==> src/rtl/sleep_guard_ctrl.sv <==
module sleep_guard_ctrl #(
  parameter int SYNC_STAGES = 2,
  parameter int GUARD       = 2
) (
  input  logic clk,
  input  logic rst_n,
  input  logic sleep_req,
  input  logic strobe_in,
  input  logic wr_in,
  output logic strobe_out,
  output logic wr_out,
  output logic clk_en,
  output logic force_desel,
  output logic dq_hiz,
  output logic acc_block,
  output logic viol
);
  localparam int CW = (GUARD > 1) ? $clog2(GUARD) : 1;
  localparam logic [CW-1:0] CLOAD = CW'(GUARD - 1);

  typedef enum logic [2:0] {ST_AWAKE, ST_ENTRY, ST_ASLEEP, ST_RECOVER, ST_LOWPWR} st_t;

  st_t                    st;
  logic [CW-1:0]          cnt;
  logic [SYNC_STAGES-1:0] sync_q;
  logic                   req_s, cmd, pass;

  always_ff @(posedge clk or negedge rst_n)
    if (!rst_n) sync_q <= '0;
    else        sync_q <= {sync_q[SYNC_STAGES-2:0], sleep_req};

  assign req_s = sync_q[SYNC_STAGES-1];
  assign cmd   = strobe_in | wr_in;

  always_ff @(posedge clk or negedge rst_n) begin
    if (!rst_n) begin
      st  <= ST_AWAKE;
      cnt <= '0;
    end else begin
      case (st)
        ST_AWAKE:
          if (req_s) begin st <= ST_ENTRY; cnt <= CLOAD; end
        ST_ENTRY:
          if (cnt == '0) st <= ST_ASLEEP;
          else           cnt <= cnt - 1'b1;
        ST_ASLEEP:
          if (!req_s) begin st <= ST_RECOVER; cnt <= CLOAD; end
        ST_RECOVER:
          if (cnt == '0) st <= ST_LOWPWR;
          else           cnt <= cnt - 1'b1;
        ST_LOWPWR:
          if (req_s)    begin st <= ST_ENTRY; cnt <= CLOAD; end
          else if (cmd) st <= ST_AWAKE;
        default: st <= ST_AWAKE;
      endcase
    end
  end

  always_ff @(posedge clk or negedge rst_n)
    if (!rst_n)                 viol <= 1'b0;
    else if (acc_block && cmd)  viol <= 1'b1;

  assign acc_block   = (st == ST_ENTRY) || (st == ST_RECOVER);
  assign pass        = (st == ST_AWAKE) || (st == ST_LOWPWR);
  assign strobe_out  = strobe_in & pass;
  assign wr_out      = wr_in & pass;
  assign clk_en      = (st == ST_AWAKE) || (st == ST_ENTRY) || ((st == ST_LOWPWR) && cmd);
  assign force_desel = (st == ST_ASLEEP) || (st == ST_RECOVER) || ((st == ST_LOWPWR) && !cmd);
  assign dq_hiz      = (st != ST_AWAKE);
endmodule


==> config.mk <==
export PLATFORM = sky130hd
export DESIGN_NAME = sleep_guard_ctrl
export DESIGN_NICKNAME = d
export VERILOG_FILES = /design/src/rtl/sleep_guard_ctrl.sv
export SDC_FILE = /design/constraint.sdc
export NUM_CORES = 1
export LEC_CHECK = 0
export ABC_AREA = 1
export CAP_MARGIN = 30
export CORE_AREA = 5 5 42 44
export DETAILED_ROUTE_END_ITERATION = 8
export DIE_AREA = 0 0 47 49
export PLACE_DENSITY_LB_ADDON = 0.1
export SLEW_MARGIN = 20
export SYNTH_ARGS = -nofsm -noshare
export SYNTH_HDL_FRONTEND = slang
export SYNTH_SLANG_ARGS = --single-unit
==> constraint.sdc <==
create_clock -name clk -period 1.1 [get_ports clk]
set_clock_uncertainty 0.15 [all_clocks]
set_input_delay 0.11 -clock clk [delete_from_list [all_inputs] [get_ports clk]]
set_output_delay 0.11 -clock clk [all_outputs]
set_load 0.03 [all_outputs]
==> summary.txt <==
Setup path
  – Largest stage delay, worst path: 0.35 ns
  – CP Max Fanout: 4
  – Slowest stage cell, crit path: dfrtp_1
  – CP Class: register to output pin
  – Critical Path RT: 0.84 ns
  – Reg2reg start: st[2]
  – R2R depth: 7
  – Arr. time, crit path: 1.17 ns
  – R2R Setup Slk: -0.21 ns
  – Startpoint types: register
  – Top cell by count, worst path: buf_6
  – CP endpoint kind: output pin
  – CP cell instances: inv_2 > buf_6 > o31ai_4 > buf_6
  – Reg-to-reg endpoint: st[0]

Place
  – Port Buffers: 11
  – Placed cell area: 581 sq um
  – Placer Congestion: 0.703
  – DPL Wire Length: 673 um
  – Post-Place Cells: 85

Final layout
  – Finished Cell Area: 762 sq um
  – Fin nets: 87
  – Diode count: 0
  – Share of cells above drive strength 1: 58.0%
  – Layout area overhead: 106%
  – Post-route core utilization: 54.4%
  – Fin cells: 97

STA
  – Period minus WS final: 1.43 ns
  – RSZ-0062 raised after global routing: yes
  – Final WS setup: -0.334 ns
  – Max Freq: 698 MHz
  – Relative slew slack: 78.9%
  – Final setup vio count: 11
  – Slew Limit Fails: 0
  – Worst Max-Slew Pin Slew: 0.316 ns
  – Hold Slack: 0.0382 ns
  – Fin. Hold Viols: 0
  – Final Cycle Share: 130%

Global route
  – Initial antenna violation count: 0
  – Vias in the first global route: 414
  – First-pass GRT wire length: 1.68 mm
  – GRT Util Overall: 10.1%
  – Largest net degree at the start of global routing: 8
  – GRT overflow: 0

Detailed routing
  – Final WL: 969 um
  – DR pass1 iterations: 4
  – Vias per cell: 4.33
  – Post-route ant nets: 0
  – Routed len/inst: 9.99 um
  – Residual DRC count: 0
  – Vias: 420
  – Starting DRT DRC Count: 2

Status
  – Result of the run: complete, but fails checks
  – Violated checks: negative setup slack

Die
  – DIE HEIGHT: 49 um
  – FP Rows: 14
  – Die Wd: 47 um
  – Die area: 0.00230 sq mm
  – Core box area: 0.00140 sq mm
  – Starting density of the core: 26.4%
  – Boundary pin count: 12

Synthesis
  – Gate Count Post-Synth: 49
  – Ys Warns: 0
  – Cell Area, Synth: 370 sq um
  – Mapped Nets: 54
  – Mean Syn Cell Area: 7.56 sq um
  – #FFs+latches synth: 7
  – Seq/Total Area, Yosys: 47.3%
  – Cell variety after synth: 13

Clocking
  – Worst-skew pair later-pin latency: 0.25 ns
  – CTS buffer count: 3
  – Clock Path Buffers: 2
  – Root buf cell: clkbuf_4
  – Clk sinks: 7
  – CTS tree: yes
  – CTS H-tree depth: 1
  – CTS clk-pin slew, worst paths: 0.05 ns

Min path
  – Worst Hold Class: input pin to asynchronous set/reset pin

Pwr
  – Pwr dens: 3480 mW/mm^2
  – Peak supply drop: 1.79 mV
  – Leak: 0.380 nW

Run
  – Max-cap viol count: 0
## worst max path at each step
stage                         start           to  cells past startpoint
after floorplan               st[1]  force_desel                      3
after global placement    strobe_in       clk_en                      6
after detailed placement  strobe_in        st[1]                      8
after CTS                     st[2]  force_desel                      4
after global routing          st[1]   strobe_out                      5
final                         st[2]  force_desel                      4
## cell usage in the layout, fill, tap and decap left out, types with 2 or more instances in the layout
cell	n
nand3_1	2
nand2_1	9
a21oi_1	2
nor2_2	3
dfrtp_1	7
nor2_1	2
nor2_4	3
o21bai_1	2
clkdlybuf4s50_1	3
buf_6	13
buf_4	11
nand2_2	3
clkbuf_4	3
nand2_4	2
inv_1	4
inv_2	4
## power breakdown
part | internal [mW] | total, mW | leakage (nW) | switching [mW]
Combinational | 1.01 | 2.02 | 0.284 | 1.01
Clock | 0.138 | 0.228 | 0.0150 | 0.0897
Sequential | 0.344 | 0.402 | 0.0810 | 0.0583
## critical path: cells and delay by family, from the launching register on
family | cells | cell delay, ns
AO/OA/AOI/OAI | 1 | 0.23
buffers and inverters | 3 | 0.35
flip-flops | 1 | 0.35
## metal layers
| metal | vias up | global-route usage (%) | wire length, um |
|---|---|---|---|
| li1 | 218 | - | - |
| met1 | 189 | 12.3 | 390 |
| met2 | 9 | 15.2 | 501 |
| met3 | 4 | 1.11 | 39 |
| met4 | 0 | 8.29 | 38 |
| met5 | - | 0 | 0 |
## layout make-up
type                    count  area (sq um)
clock buffers               4          26.3
fillers                   141           639
inverters                   9          36.3
multi-input cells          33           235
flip-flops and latches      7           175
well taps                  16          20.0
repair buffers             28           269
## registers in the layout (all words and copies together) (netlist names)
register  cells
st            3
viol          1
cnt           1
sync_q        2
## logic make-up (layout without fill, tap and decap cells)
logic type | after synthesis | count (layout) | share of synthesized area [%]
AO/OA/AOI/OAI | 7 | 7 | 11.8
buffers and inverters | 9 | 41 | 9.12
flip-flops | 7 | 7 | 47.3
AND/OR/NAND/NOR | 26 | 26 | 31.8
## cell usage after synthesis
master | count | area [sq um]
a21oi_1 | 3 | 15.0
dfrtp_1 | 7 | 175
inv_1 | 6 | 22.5
inv_2 | 3 | 11.3
nand2_1 | 13 | 48.8
nand2_4 | 1 | 11.3
nand3_1 | 3 | 15.0
nor2_1 | 5 | 18.8
nor2_2 | 3 | 18.8
nor3_1 | 1 | 5.00
o21bai_1 | 2 | 15.0
o22ai_1 | 1 | 6.26
o31ai_1 | 1 | 7.51
## through the flow
stage          setup TNS, ns  power, mW  setup WS [ns]
2_1_floorplan         -0.484       1.30         -0.101
3_3_place_gp           -1.86       1.85         -0.301
3_5_place_dp           -1.90       1.85         -0.319
4_1_cts                -3.02       2.60         -0.361
5_1_grt                -3.35       2.86         -0.397
6_report               -2.53       2.65         -0.334
## repair_timing
item                                   in CTS  in global routing
resized for setup                          17                 10
endpoints found under the hold margin       7                  0
setup endpoints to repair                  11                 18
hold buffers                                1                  0
pin swaps                                   5                  6
buffers inserted                            9                  2
Note: power is estimated with default switching activity, not from simulation.
